`src/rtl/hc_rst_pkg.sv`:
```
package hc_rst_pkg;
  localparam int NUM_DOM = 5;
  localparam int DOM_W   = 3;

  localparam logic [DOM_W-1:0] DOM_MEM  = 3'd0;
  localparam logic [DOM_W-1:0] DOM_CORE = 3'd1;
  localparam logic [DOM_W-1:0] DOM_FW   = 3'd2;
  localparam logic [DOM_W-1:0] DOM_CFG  = 3'd3;
  localparam logic [DOM_W-1:0] DOM_SUSP = 3'd4;

  typedef enum logic [1:0] {
    PS_D0    = 2'b00,
    PS_D1    = 2'b01,
    PS_D2    = 2'b10,
    PS_D3HOT = 2'b11
  } pwr_state_e;
endpackage

```
`src/rtl/hc_rst_ctrl.sv`:
```
module hc_rst_ctrl
  import hc_rst_pkg::*;
(
  input  logic       clk,
  input  logic       rst,
  input  logic       hcrst_set,
  input  logic       pwr_wr,
  input  logic [1:0] pwr_old,
  input  logic [1:0] pwr_new,
  output logic       hcrst_bit,
  output logic       clr_mem,
  output logic       clr_core
);
  logic wake_to_d0;

  assign wake_to_d0 = pwr_wr && (pwr_old == PS_D3HOT) && (pwr_new == PS_D0);

  always_ff @(posedge clk) begin
    if (rst) begin
      hcrst_bit <= 1'b0;
      clr_mem   <= 1'b0;
      clr_core  <= 1'b0;
    end else begin
      clr_mem  <= hcrst_bit & ~clr_mem;
      clr_core <= wake_to_d0;
      if (hcrst_set)
        hcrst_bit <= 1'b1;
      else if (clr_mem)
        hcrst_bit <= 1'b0;
    end
  end
endmodule

```
`src/rtl/hc_reg_bank.sv`:
```
module hc_reg_bank #(
  parameter int DW    = 16,
  parameter int DEPTH = 4,
  parameter logic [DEPTH-1:0] KEEP = '0,
  localparam int IW = (DEPTH > 1) ? $clog2(DEPTH) : 1
) (
  input  logic          clk,
  input  logic          rst,
  input  logic          clr,
  input  logic          we,
  input  logic [IW-1:0] widx,
  input  logic [DW-1:0] wdata,
  input  logic [IW-1:0] ridx,
  output logic [DW-1:0] rdata
);
  logic [DW-1:0] regs [DEPTH];

  for (genvar e = 0; e < DEPTH; e++) begin : g_ent
    always_ff @(posedge clk) begin
      if (rst)
        regs[e] <= '0;
      else if (clr) begin
        if (!KEEP[e])
          regs[e] <= '0;
      end else if (we && (widx == IW'(e)))
        regs[e] <= wdata;
    end
  end

  always_comb begin
    rdata = '0;
    for (int e = 0; e < DEPTH; e++)
      if (ridx == IW'(e))
        rdata = regs[e];
  end
endmodule

```
`src/rtl/hc_reset_domains.sv`:
```
module hc_reset_domains
  import hc_rst_pkg::*;
#(
  parameter int DW    = 16,
  parameter int DEPTH = 4,
  localparam int IW = (DEPTH > 1) ? $clog2(DEPTH) : 1
) (
  input  logic               clk,
  input  logic               rst,
  input  logic               hcrst_set,
  output logic               hcrst_o,
  input  logic               pwr_wr,
  input  logic [1:0]         pwr_old,
  input  logic [1:0]         pwr_new,
  input  logic               wr_en,
  input  logic [DOM_W-1:0]   wr_dom,
  input  logic [IW-1:0]      wr_idx,
  input  logic [DW-1:0]      wr_data,
  input  logic [DOM_W-1:0]   rd_dom,
  input  logic [IW-1:0]      rd_idx,
  output logic [DW-1:0]      rd_data,
  output logic [NUM_DOM-1:0] clr_o
);
  logic               clr_mem;
  logic               clr_core;
  logic [NUM_DOM-1:0] bank_clr;
  logic [DW-1:0]      bank_rd [NUM_DOM];
  logic [DW-1:0]      rd_mux;

  hc_rst_ctrl u_ctrl (
    .clk       (clk),
    .rst       (rst),
    .hcrst_set (hcrst_set),
    .pwr_wr    (pwr_wr),
    .pwr_old   (pwr_old),
    .pwr_new   (pwr_new),
    .hcrst_bit (hcrst_o),
    .clr_mem   (clr_mem),
    .clr_core  (clr_core)
  );

  always_comb begin
    bank_clr           = '0;
    bank_clr[DOM_MEM]  = clr_mem;
    bank_clr[DOM_CORE] = clr_core;
  end

  assign clr_o = bank_clr;

  for (genvar g = 0; g < NUM_DOM; g++) begin : g_bank
    localparam logic [DEPTH-1:0] KP =
      (g == int'(DOM_MEM)) ? DEPTH'(1) : '0;

    hc_reg_bank #(
      .DW    (DW),
      .DEPTH (DEPTH),
      .KEEP  (KP)
    ) u_bank (
      .clk   (clk),
      .rst   (rst),
      .clr   (bank_clr[g]),
      .we    (wr_en && (wr_dom == DOM_W'(g))),
      .widx  (wr_idx),
      .wdata (wr_data),
      .ridx  (rd_idx),
      .rdata (bank_rd[g])
    );
  end

  always_comb begin
    rd_mux = '0;
    for (int d = 0; d < NUM_DOM; d++)
      if (rd_dom == DOM_W'(d))
        rd_mux = bank_rd[d];
  end

  always_ff @(posedge clk) begin
    if (rst)
      rd_data <= '0;
    else
      rd_data <= rd_mux;
  end
endmodule

```
`config.mk`:
```
export PLATFORM = sky130hd
export DESIGN_NAME = hc_reset_domains
export DESIGN_NICKNAME = d
export VERILOG_FILES = /design/src/rtl/hc_rst_pkg.sv /design/src/rtl/hc_rst_ctrl.sv /design/src/rtl/hc_reg_bank.sv /design/src/rtl/hc_reset_domains.sv
export SDC_FILE = /design/constraint.sdc
export NUM_CORES = 1
export LEC_CHECK = 0
export ABC_AREA = 1
export BUFFER_PORTS_ARGS = -buffer_cell sky130_fd_sc_hd__buf_2
export CORE_MARGIN = 2
export CORE_UTILIZATION = 30
export CTS_CLUSTER_DIAMETER = 120
export DETAILED_ROUTE_END_ITERATION = 8
export HOLD_SLACK_MARGIN = 0.06
export PLACE_DENSITY = 0.56
export SLEW_MARGIN = 10
export SYNTH_ARGS = -nofsm -noshare
export SYNTH_HDL_FRONTEND = slang
export SYNTH_SLANG_ARGS = --single-unit
```
`constraint.sdc`:
```
create_clock -name clk -period 2.25 [get_ports clk]
set_input_delay 0.225 -clock clk [delete_from_list [all_inputs] [get_ports clk]]
set_output_delay 0.225 -clock clk [all_outputs]
set_load 0.02 [all_outputs]
```
==> results.sh, run 1 <==
export IMPL_status="completed"
export IMPL_power_density_nw_per_um2=826.9
export IMPL_arrival_ns=1.91
export IMPL_r2r_end="g_bank[0].u_bank.regs[1][14]"
export IMPL_switching_share_pct=23.70
export IMPL_fillCellCount=4900
export IMPL_std_cell_rows=81
export IMPL_dieHeight_um=226.5
export IMPL_hold_path_class="input pin to register"
export IMPL_final_seq_area_um2=9990
export IMPL_r2r_cells=4
export IMPL_tightest_slew_ns=0.6691
export IMPL_critPathBufInv=1
export IMPL_cts_buffers=38
export IMPL_grt_antenna_before_repair=0
export IMPL_post_cts_setup_buffer_count=0
export IMPL_seq_area_frac_synth_pct=67.26
export IMPL_first_pass_iters=5
export IMPL_seqPwrFrac_pct=50.7
export IMPL_hold_path_startpoint="wr_data[4]"
export IMPL_htreeDepth=2
export IMPL_start_util_pct=30.34
export IMPL_period_share_pct=76.22
export IMPL_critPathKind="register to register"
export IMPL_power_leakage_nw=7.027
export IMPL_pwr_share_comb_pct=7.9
export IMPL_drv_slew=0
export IMPL_synth_cells=1516
export IMPL_io_pins=57
export IMPL_p_clk_share_pct=41.4
export IMPL_cpPeakStageDelay_ns=0.48
export IMPL_viasPerCell=4.852
export IMPL_r2r_start="u_ctrl.clr_mem"
export IMPL_startpoint_type="register"
export IMPL_grt_pass1_wl_um=70040
export IMPL_clkLatencyLatePin_ns=0.53
export IMPL_cp_required_ns=2.45
export IMPL_relSlewSlack_pct=55.35
export IMPL_antenna_cells=0
export IMPL_clock_sinks=339
export IMPL_grt_usage_pct=18.68
export IMPL_dieArea_um2=51300
export IMPL_finalHoldViolCount=0
export IMPL_synth_warnings=0
export IMPL_detail_route_wl_per_cell_um=20.70
export IMPL_cts_resized=0
export IMPL_postCtsHoldBufs=3
export IMPL_fmax_mhz=583.1
export IMPL_p_switching_mw=3.417
export IMPL_end_kind="register"
export IMPL_p_int_mw=11.00
export IMPL_clk_pin_slew_ns=0.06
export IMPL_reg2reg_setup_slack_ns=0.53
export IMPL_drtAntennaViolNets=0
export IMPL_min_period_ns=1.715
export IMPL_cts_max_path_buffers=3
export IMPL_grt_start_max_net_pins=49
export IMPL_core_area_um2=48950
export IMPL_cp_depth=4
export IMPL_hold_path_depth=4
export IMPL_fin_cells=2290
export IMPL_root_buffer="clkbuf_16"
export IMPL_fin_setup_tns_ns=0
export IMPL_numPortBuffers=53
export IMPL_rsz0062_at_grt="no"
export IMPL_dp_hpwl_um=30120
export IMPL_timing_hold_ws_ns=0.2567
export IMPL_max_vdd_ir_drop_mv=0.4545
export IMPL_fp_dieW_um=226.5
export IMPL_synth_area_leader_cell="edfxtp_1"
export IMPL_cp_top_family="simple AND/OR/NAND/NOR gates"
export IMPL_num_vias=11110
export IMPL_gr_total_overflow=0
export IMPL_final_setup_skew_ns=0.02413
export IMPL_setup_viol=0
export IMPL_gp_congestion=0.8569
export IMPL_syn_area_per_cell_um2=9.797
export IMPL_first_global_vias=10890
export IMPL_synth_area_um2=14850
export IMPL_routed_wl_um=47410
export IMPL_drive_gt1_share_pct=13.16
export IMPL_placed_cells=2219
export IMPL_ys_seq_elements=339
export IMPL_synth_cell_types=28
export IMPL_design_power_total_mw=14.42
export IMPL_cts_tree="yes"
export IMPL_path_max_fanout=16
export IMPL_layout_nets=1633
export IMPL_critical_path_slowest_cell="nor2_1"
export IMPL_drt_iter0_drc=1070
export IMPL_yosys_top_cells_area="edfxtp_1 (65%), nor2_1 (11%), nand2_1 (8.9%)"
export IMPL_multiInputGateArea_um2=4141
export IMPL_maxCapViolations=0
export IMPL_syn2layout_area_growth_pct=17.39
export IMPL_path_cells="nor2_1, nand3_1, nand2_1, buf_4"
export IMPL_whs_endpoint="g_bank[3].u_bank.regs[0][4]"
export IMPL_drcViolationCount=0
export IMPL_yosysTopAreaCellShare_pct=64.70
-- Yosys cell counts --
cell type  instances
nand2_1          352
nor3_1             1
conb_1             1
buf_2             35
inv_1             71
nand3b_1           1
edfxtp_1         320
nand3_1           86
or2_0              4
o211ai_1           4
nor2_1           435
nand2_2            4
a21oi_1           16
buf_1              5
o21ai_0           49
or2_1              1
clkinv_1           3
o21ai_1            1
dfxtp_1           19
nor2_4             4
or2_2             10
nor4_1             1
nor2_2             1
inv_2              2
clkbuf_1          56
nor4_4             1
buf_4              6
nand4_1           27
-- power groups by stage --
stage | combinational (mW) | sequential, mW | clock [mW]
floorplan | 0.594 | 7.43 | 0
global placement | 1.13 | 7.44 | 0
detailed placement | 1.14 | 7.44 | 0
CTS | 1.14 | 7.31 | 6.01
global route | 1.24 | 7.34 | 6.23
finish | 1.14 | 7.31 | 5.97
-- through the flow --
step / util [%] / setup slack, ns / cell area (µm²)
global route: 35.62 / 0.3895 / 17430
finish: 35.62 / 0.5350 / 17430
floorplan: - / -0.1417 / 14860
global placement: 33.16 / 0.3500 / 16230
CTS: 35.62 / 0.5282 / 17430
detailed placement: 33.16 / 0.3307 / 16230
-- cell usage in the layout, fill, tap and decap left out --
| cell type | synthesis | final |
|---|---|---|
| clkbuf_16 | 0 | 39 |
| nor4_4 | 1 | 1 |
| clkinv_1 | 3 | 5 |
| o21ai_1 | 1 | 9 |
| nand3_1 | 86 | 86 |
| clkbuf_8 | 0 | 2 |
| buf_4 | 6 | 80 |
| nor2_2 | 1 | 1 |
| clkinv_2 | 0 | 7 |
| a21oi_1 | 16 | 16 |
| nor2_4 | 4 | 4 |
| buf_2 | 35 | 53 |
| or2_2 | 10 | 10 |
| dfxtp_1 | 19 | 19 |
| inv_1 | 71 | 71 |
| inv_6 | 0 | 1 |
| edfxtp_1 | 320 | 320 |
| or2_1 | 1 | 1 |
| buf_12 | 0 | 6 |
| nor2_1 | 435 | 435 |
| or2_0 | 4 | 4 |
| nand3b_1 | 1 | 1 |
| bufinv_16 | 0 | 2 |
| nor3_1 | 1 | 1 |
| o21ai_0 | 49 | 40 |
| o211ai_1 | 4 | 4 |
| dlygate4sd3_1 | 0 | 3 |
| nor4_1 | 1 | 1 |
| nand2_1 | 352 | 351 |
| clkbuf_1 | 56 | 15 |
| nand4_1 | 27 | 27 |
| nand2_2 | 4 | 5 |
| conb_1 | 1 | 3 |
| o21ai_2 | 0 | 1 |
| inv_2 | 2 | 2 |
-- worst min-delay path: stages --
cell    delay (ns)
buf_2         0.07
inv_1         0.03
buf_4         0.22
nor2_1        0.12
-- state kept, by name, summed over array words and instances (netlist names) --
| name | count |
|---|---|
| u_ctrl.hcrst_bit | 1 |
| rd_data | 16 |
| g_bank.u_bank.regs | 320 |
| u_ctrl.clr_mem | 1 |
| u_ctrl.clr_core | 1 |
-- layer usage --
layer / global-route usage [%] / wire length [µm] / vias up / share of wire, %
met5: 0.9775 / 63 / - / 0.13
met4: 6.367 / 1601 / 2 / 3.4
met3: 3.266 / 3800 / 77 / 8.0
li1: - / - / 5120 / -
met2: 30.55 / 22190 / 483 / 47
met1: 24.96 / 19760 / 5428 / 42
-- cell type report --
| type | count | area share (%) |
|---|---|---|
| Clock inverter | 12 | 0.6387 |
| Tap cell | 664 | 4.765 |
| Inverter | 76 | 1.636 |
| Timing Repair Buffer | 142 | 5.827 |
| Clock buffer | 56 | 6.079 |
| Multi-Input combinational cell | 1001 | 23.75 |
| Sequential cell | 339 | 57.30 |
-- worst max path at each step --
| stage | start | end | slack, ns |
|---|---|---|---|
| floorplan | wr_en | g_bank[2].u_bank.regs[0][0] | -0.14 |
| global placement | rd_idx[1] | rd_data[8] | 0.35 |
| detailed placement | rd_idx[1] | rd_data[11] | 0.33 |
| CTS | u_ctrl.clr_mem | g_bank[0].u_bank.regs[1][14] | 0.53 |
| global route | u_ctrl.clr_mem | g_bank[0].u_bank.regs[1][12] | 0.39 |
| finish | u_ctrl.clr_mem | g_bank[0].u_bank.regs[1][14] | 0.53 |
-- cell families after synthesis --
logic type | after synthesis | synth area share (%)
AO/OA/AOI/OAI | 70 | 2.426
buffers and inverters | 178 | 4.945
flip-flops | 339 | 67.26
other | 1 | 0.02525
AND/OR/NAND/NOR | 928 | 25.34
(Power assumes the default switching activity.)
==> run 2, diff against run 1 <==
--- a/config.mk
+++ b/config.mk
@@ -5,14 +5,14 @@
 export SDC_FILE = /design/constraint.sdc
 export NUM_CORES = 1
 export LEC_CHECK = 0
-export ABC_AREA = 1
+export ABC_AREA = 0
 export BUFFER_PORTS_ARGS = -buffer_cell sky130_fd_sc_hd__buf_2
 export CORE_MARGIN = 2
 export CORE_UTILIZATION = 30
 export CTS_CLUSTER_DIAMETER = 120
 export DETAILED_ROUTE_END_ITERATION = 8
 export HOLD_SLACK_MARGIN = 0.06
-export PLACE_DENSITY = 0.56
+export PLACE_DENSITY = 0.55
 export SLEW_MARGIN = 10
 export SYNTH_ARGS = -nofsm -noshare
 export SYNTH_HDL_FRONTEND = slang
==> constraint.sdc (replaced) <==
create_clock -name clk -period 1.7 [get_ports clk]
set_input_delay 0.17 -clock clk [delete_from_list [all_inputs] [get_ports clk]]
set_output_delay 0.17 -clock clk [all_outputs]
set_load 0.02 [all_outputs]
==> run 2 against run 1 <==
Net effect:
- sequential share of layout area fell by 3.7 points
- total power grew 33%
- clock skew decreased by 0.012 ns
- non-clock buffer count is 31 higher
- largest power group unchanged
- utilization is 1.4 points higher
- critical path depth grew 2
- cell count shrank 17%
- register-to-register slack got worse by 0.42 ns
- wire length shrank 7.1%
- synthesized area up 3.5%
==> results.sh, run 2 <==
export IMPL_r2r_start="g_bank[1].u_bank.regs[3][12]"
export IMPL_htreeDepth=2
export IMPL_critPathKind="register to register"
export IMPL_fillCellCount=4714
export IMPL_final_common_cell="and2_1"
export IMPL_hold_path_class="input pin to register"
export IMPL_reg2reg_setup_slack_ns=0.11
export IMPL_cts_resized=0
export IMPL_critPathBufInv=2
export IMPL_p_clk_share_pct=40.8
export IMPL_arrival_ns=2.00
export IMPL_fmax_mhz=630.9
export IMPL_clk_pin_slew_ns=0.06
export IMPL_hold_path_depth=3
export IMPL_fin_cells=1897
export IMPL_cp_top_family="compound AO/OA/AOI/OAI gates"
export IMPL_dp_hpwl_um=29380
export IMPL_setup_viol=0
export IMPL_finalHoldViolCount=0
export IMPL_cts_buffers=38
export IMPL_p_int_mw=14.71
export IMPL_cts_max_path_buffers=3
export IMPL_drtAntennaViolNets=0
export IMPL_grt_start_max_net_pins=26
export IMPL_cp_depth=6
export IMPL_p_switching_mw=4.394
export IMPL_num_vias=9190
export IMPL_post_route_util_pct=37.02
export IMPL_drv_slew=0
export IMPL_largest_register_ffs=320
export IMPL_synth_area_leader_cell="edfxtp_1"
export IMPL_core_area_um2=50380
export IMPL_yosysMostFrequentCell="and2_1"
export IMPL_yosysTopAreaCellShare_pct=62.53
export IMPL_pwr_share_comb_pct=8.5
export IMPL_io_pins=57
export IMPL_grt_antenna_before_repair=3
export IMPL_cpPeakStageDelay_ns=0.36
export IMPL_synth_cells=1078
export IMPL_gr_total_overflow=0
export IMPL_numPortBuffers=53
export IMPL_post_cts_setup_buffer_count=0
export IMPL_synth_cell_types=47
export IMPL_grt_pass1_wl_um=64560
export IMPL_synth_area_um2=15370
export IMPL_viasPerCell=4.844
export IMPL_power_density_nw_per_um2=1024
export IMPL_grt_usage_pct=16.79
export IMPL_detail_route_wl_per_cell_um=23.21
export IMPL_critical_path_slowest_cell="edfxtp_1"
export IMPL_async_reset_ff_share_pct=0
export IMPL_final_setup_skew_ns=0.01224
export IMPL_dieArea_um2=53050
export IMPL_most_common_layout_cells="and2_1 (323), edfxtp_1 (320), buf_4 (84), mux2i_1 (80), buf_2 (51)"
export IMPL_syn2layout_area_growth_pct=21.35
export IMPL_routed_wl_um=44040
export IMPL_path_cells="mux2i_1, o22ai_1, buf_4, a211oi_1, buf_4, a21oi_1"
export IMPL_hold_path_startpoint="rst"
export IMPL_maxCapViolations=0
export IMPL_synth_warnings=0
export IMPL_seqPwrFrac_pct=50.7
export IMPL_drcViolationCount=0
export IMPL_cp_required_ns=2.12
export IMPL_tightest_slew_ns=0.6007
export IMPL_max_vdd_ir_drop_mv=0.6407
export IMPL_antenna_cells=0
export IMPL_drive_gt1_share_pct=23.43
export IMPL_layout_nets=1232
export IMPL_first_pass_iters=5
export IMPL_whs_endpoint="u_ctrl.hcrst_bit"
export IMPL_synthFlopType="edfxtp_1"
export IMPL_startpoint_type="register"
export IMPL_first_global_vias=9410
export IMPL_min_period_ns=1.585
export IMPL_relSlewSlack_pct=59.59
export IMPL_clkLatencyLatePin_ns=0.54
export IMPL_end_kind="register"
export IMPL_start_util_pct=30.51
export IMPL_fp_dieW_um=230.3
export IMPL_synthTopCellsByCount="and2_1 (323), edfxtp_1 (320), mux2i_1 (80)"
export IMPL_status="completed"
export IMPL_cts_tree="yes"
export IMPL_dieHeight_um=230.3
export IMPL_std_cell_rows=82
export IMPL_reg_largest_list="g_bank.u_bank.regs x320, rd_data x16"
export IMPL_rsz0062_at_grt="no"
export IMPL_clock_sinks=339
export IMPL_design_power_total_mw=19.10
export IMPL_seq_area_frac_synth_pct=65.00
export IMPL_drt_iter0_drc=710
export IMPL_switching_share_pct=23.00
export IMPL_ys_seq_elements=339
export IMPL_period_share_pct=93.24
export IMPL_top_register="g_bank.u_bank.regs"
export IMPL_synth_edf_count=320
export IMPL_path_max_fanout=1
export IMPL_gp_congestion=0.9109
export IMPL_syn_area_per_cell_um2=14.26
export IMPL_postCtsHoldBufs=3
export IMPL_r2r_end="rd_data[12]"
export IMPL_timing_hold_ws_ns=0.1066
export IMPL_root_buffer="clkbuf_16"
export IMPL_r2r_cells=6
export IMPL_yosys_top_cells_area="edfxtp_1 (63%), and2_1 (13%), mux4_2 (5.6%)"
export IMPL_cp_common_cell="buf_4"
export IMPL_power_leakage_nw=6.903
export IMPL_placed_cells=1826
==> run 2: cell types whose count changed in the layout (fill, tap and decap cells not counted), moves of 70 or more <==
cell     change
and2_1     +323
nand3_1     -79
inv_1       -70
mux2i_1     +80
nor2_1     -412
nand2_1    -332
==> run 2: cells by family (layout without fill, tap and decap cells) <==
family | after synthesis | in the layout | synth area share, %
AO/OA/AOI/OAI | 88 | 88 | 3.818
flip-flops | 339 | 339 | 65.00
AND/OR/NAND/NOR | 430 | 430 | 17.15
multiplexers | 123 | 123 | 11.15
buffers and inverters | 97 | 242 | 2.858
other | 1 | 3 | 0.02440
==> run 2: through the flow <==
step           setup TNS, ns  area [µm²]  setup slack (ns)
4_1_cts                    0       18650           0.09676
2_1_floorplan         -71.09       15430           -0.4704
3_5_place_dp          -5.888       17450           -0.2652
3_3_place_gp          -4.991       17450           -0.2772
6_report                   0       18650            0.1150
5_1_grt                    0       18650           0.02961
==> run 2: how the worst max path moves through the flow <==
stage,from,endpoint
floorplan,wr_idx[1],g_bank[3].u_bank.regs[1][0]
global placement,rd_idx[1],rd_data[13]
detailed placement,rd_idx[1],rd_data[13]
CTS,g_bank[1].u_bank.regs[3][12],rd_data[12]
global route,g_bank[1].u_bank.regs[3][12],rd_data[12]
finish,g_bank[1].u_bank.regs[3][12],rd_data[12]
==> run 2: layout make-up <==
| type | instances | area, µm² | area share (%) |
|---|---|---|---|
| clock buffers | 57 | 1116 | 5.984 |
| well taps | 672 | 840.8 | 4.508 |
| multi-input cells | 644 | 5036 | 27.00 |
| clock inverters | 11 | 56.30 | 0.3019 |
| inverters | 1 | 3.754 | 0.02013 |
| flip-flops and latches | 339 | 9990 | 53.56 |
| repair buffers | 173 | 1608 | 8.621 |
==> run 2: power groups by stage <==
stage / sequential [mW] / clock [mW] / combinational [mW]
after floorplan: 9.84 / 0 / 0.807
after global placement: 9.85 / 0 / 1.63
after detailed placement: 9.86 / 0 / 1.64
after CTS: 9.69 / 7.89 / 1.64
after global routing: 9.73 / 8.21 / 1.72
final: 9.69 / 7.79 / 1.63
==> run 2: worst min-delay path: cells and delay by family <==
| family | cells | cell delay, ns |
|---|---|---|
| AOI/OAI and AO/OA | 1 | 0.13 |
| buffers and inverters | 2 | 0.31 |
==> run 2: routing by layer <==
| metal | up-vias | global-route usage, % | routed length, µm |
|---|---|---|---|
| met5 | - | 0 | 16 |
| met4 | 2 | 6.472 | 1528 |
| met3 | 65 | 4.175 | 2928 |
| met2 | 280 | 26.20 | 19960 |
| met1 | 4666 | 22.51 | 19600 |
| li1 | 4177 | - | - |
==> run 3, diff against run 2 <==
--- a/config.mk
+++ b/config.mk
@@ -8,11 +8,11 @@
 export ABC_AREA = 0
 export BUFFER_PORTS_ARGS = -buffer_cell sky130_fd_sc_hd__buf_2
 export CORE_MARGIN = 2
-export CORE_UTILIZATION = 30
+export CORE_UTILIZATION = 54
 export CTS_CLUSTER_DIAMETER = 120
 export DETAILED_ROUTE_END_ITERATION = 8
 export HOLD_SLACK_MARGIN = 0.06
-export PLACE_DENSITY = 0.55
+export PLACE_DENSITY = 0.71
 export SLEW_MARGIN = 10
 export SYNTH_ARGS = -nofsm -noshare
 export SYNTH_HDL_FRONTEND = slang
==> run 3 against run 2 <==
Net effect:
- first-iteration DRC count increased by 76%
- register-to-register slack got worse by 0.05 ns
- worst setup slack got worse by 0.046 ns
- critical endpoint is now rd_data[8]
- largest cell class unchanged
==> results.sh, run 3 (synthesis gave the netlist of run 2 again) <==
export IMPL_setup_viol=0
export IMPL_cp_required_ns=2.09
export IMPL_period_share_pct=95.91
export IMPL_pwr_share_comb_pct=8.2
export IMPL_path_max_fanout=1
export IMPL_grt_pass1_wl_um=59160
export IMPL_p_int_mw=14.93
export IMPL_htreeDepth=2
export IMPL_cts_tree="yes"
export IMPL_dieArea_um2=29830
export IMPL_numPortBuffers=53
export IMPL_grt_usage_pct=26.68
export IMPL_critPathKind="register to register"
export IMPL_seqPwrFrac_pct=50.3
export IMPL_cts_buffers=36
export IMPL_placed_cells=1520
export IMPL_hold_path_class="input pin to register"
export IMPL_viasPerCell=5.921
export IMPL_finalHoldViolCount=0
export IMPL_tightest_slew_ns=1.195
export IMPL_std_cell_rows=61
export IMPL_grt_start_max_net_pins=31
export IMPL_reg_largest_list="g_bank.u_bank.regs x320, rd_data x16"
export IMPL_p_clk_share_pct=41.5
export IMPL_maxCapViolations=0
export IMPL_root_buffer="clkbuf_16"
export IMPL_gr_total_overflow=0
export IMPL_status="completed"
export IMPL_most_common_layout_cells="and2_1 (323), edfxtp_1 (320), mux2i_1 (80), buf_4 (75), buf_2 (51)"
export IMPL_start_util_pct=55.02
export IMPL_core_area_um2=27930
export IMPL_gp_congestion=0.8619
export IMPL_detail_route_wl_per_cell_um=24.77
export IMPL_p_switching_mw=4.270
export IMPL_drcViolationCount=0
export IMPL_placed_area_um2=16920
export IMPL_relSlewSlack_pct=20.04
export IMPL_switching_share_pct=22.24
export IMPL_largest_register_ffs=320
export IMPL_arrival_ns=2.02
export IMPL_drt_iter0_drc=1251
export IMPL_power_leakage_nw=6.844
export IMPL_fin_cells=1588
export IMPL_final_common_cell="and2_1"
export IMPL_syn2layout_area_growth_pct=18.16
export IMPL_max_vdd_ir_drop_mv=0.6546
export IMPL_dieHeight_um=172.7
export IMPL_end_kind="register"
export IMPL_final_setup_skew_ns=0.01886
export IMPL_grt_antenna_before_repair=1
export IMPL_clkLatencyLatePin_ns=0.52
export IMPL_r2r_cells=4
export IMPL_first_pass_iters=5
export IMPL_drive_gt1_share_pct=22.56
export IMPL_num_vias=9403
export IMPL_fin_area_um2=18160
export IMPL_drv_slew=0
export IMPL_drtAntennaViolNets=0
export IMPL_fmax_mhz=613.3
export IMPL_layout_nets=1218
export IMPL_first_global_vias=9583
export IMPL_top_register="g_bank.u_bank.regs"
export IMPL_clk_pin_slew_ns=0.06
export IMPL_antenna_cells=0
export IMPL_fillCellCount=2037
export IMPL_dp_hpwl_um=25630
export IMPL_fp_dieW_um=172.7
export IMPL_post_cts_setup_buffer_count=0
export IMPL_cts_max_path_buffers=3
export IMPL_io_pins=57
export IMPL_min_period_ns=1.631
export IMPL_clock_sinks=339
export IMPL_hold_path_depth=2
export IMPL_startpoint_type="register"
export IMPL_routed_wl_um=39330
export IMPL_power_density_nw_per_um2=1057
export IMPL_rsz0062_at_grt="no"
==> run 3: cell type report <==
cell class                 count  area [µm²]  area share (%)
timing repair buffer         161        1480           8.151
inverter                       1       3.754         0.02067
sequential                   339        9990           55.01
clock buffer                  46       959.7           5.285
tap                          378       473.0           2.604
clock inverter                19       224.0           1.233
multi-input combinational    644        5030           27.70
==> run 3: repair_timing <==
item                       4_1_cts  5_1_grt
gates resized for setup          3        1
hold endpoints to repair         2        0
hold buffers                     3        0
setup endpoints to repair        2        1
pin swaps                        1        0
==> run 3: routing by layer <==
metal | vias up | GRT usage, % | share of wire (%)
li1 | 4152 | - | -
met1 | 4698 | 36.98 | 40
met2 | 467 | 43.71 | 48
met3 | 84 | 4.464 | 8.6
met4 | 2 | 8.298 | 2.9
met5 | - | 0 | 0.028
==> run 3: critical path, cell delays in order, from the launching register on <==
cell and delay (ns):
edfxtp_1 0.36, mux4_2 0.47, mux2_2 0.33, a32oi_4 0.24, nand2_2 0.10
==> run 3: power groups by stage <==
stage          Combinational (mW)  Sequential, mW  Clock, mW
3_5_place_dp                 1.55            9.84          0
6_report                     1.57            9.67       7.97
2_1_floorplan               0.807            9.84          0
5_1_grt                      1.65            9.70       8.32
4_1_cts                      1.57            9.67       8.01
3_3_place_gp                 1.53            9.82          0
==> run 3: path summary, 6_finish.rpt <==
check | startpoint | to | slack, ns
setup / recovery | g_bank[3].u_bank.regs[0][8] | rd_data[8] | 0.07
hold / removal | wr_data[1] | g_bank[0].u_bank.regs[3][1] | 0.19
setup reg to reg | g_bank[3].u_bank.regs[0][8] | rd_data[8] | 0.07
hold reg to reg | u_ctrl.hcrst_bit | u_ctrl.clr_mem | 0.49
==> run 3: metrics by stage <==
stage | hold WS (ns) | setup slack (ns) | util (%) | TNS [ns] | total power, mW
after global placement | 0.3380 | -0.4972 | 60.57 | -13.03 | 11.35
after CTS | 0.1804 | 0.02090 | 65.00 | 0 | 19.24
after floorplan | 0.2468 | -0.4704 | - | -71.09 | 10.65
after global routing | 0.2105 | 0.006236 | 65.01 | 0 | 19.66
after detailed placement | 0.3360 | -0.4882 | 60.57 | -16.64 | 11.39
final | 0.1865 | 0.06947 | 65.01 | 0 | 19.20
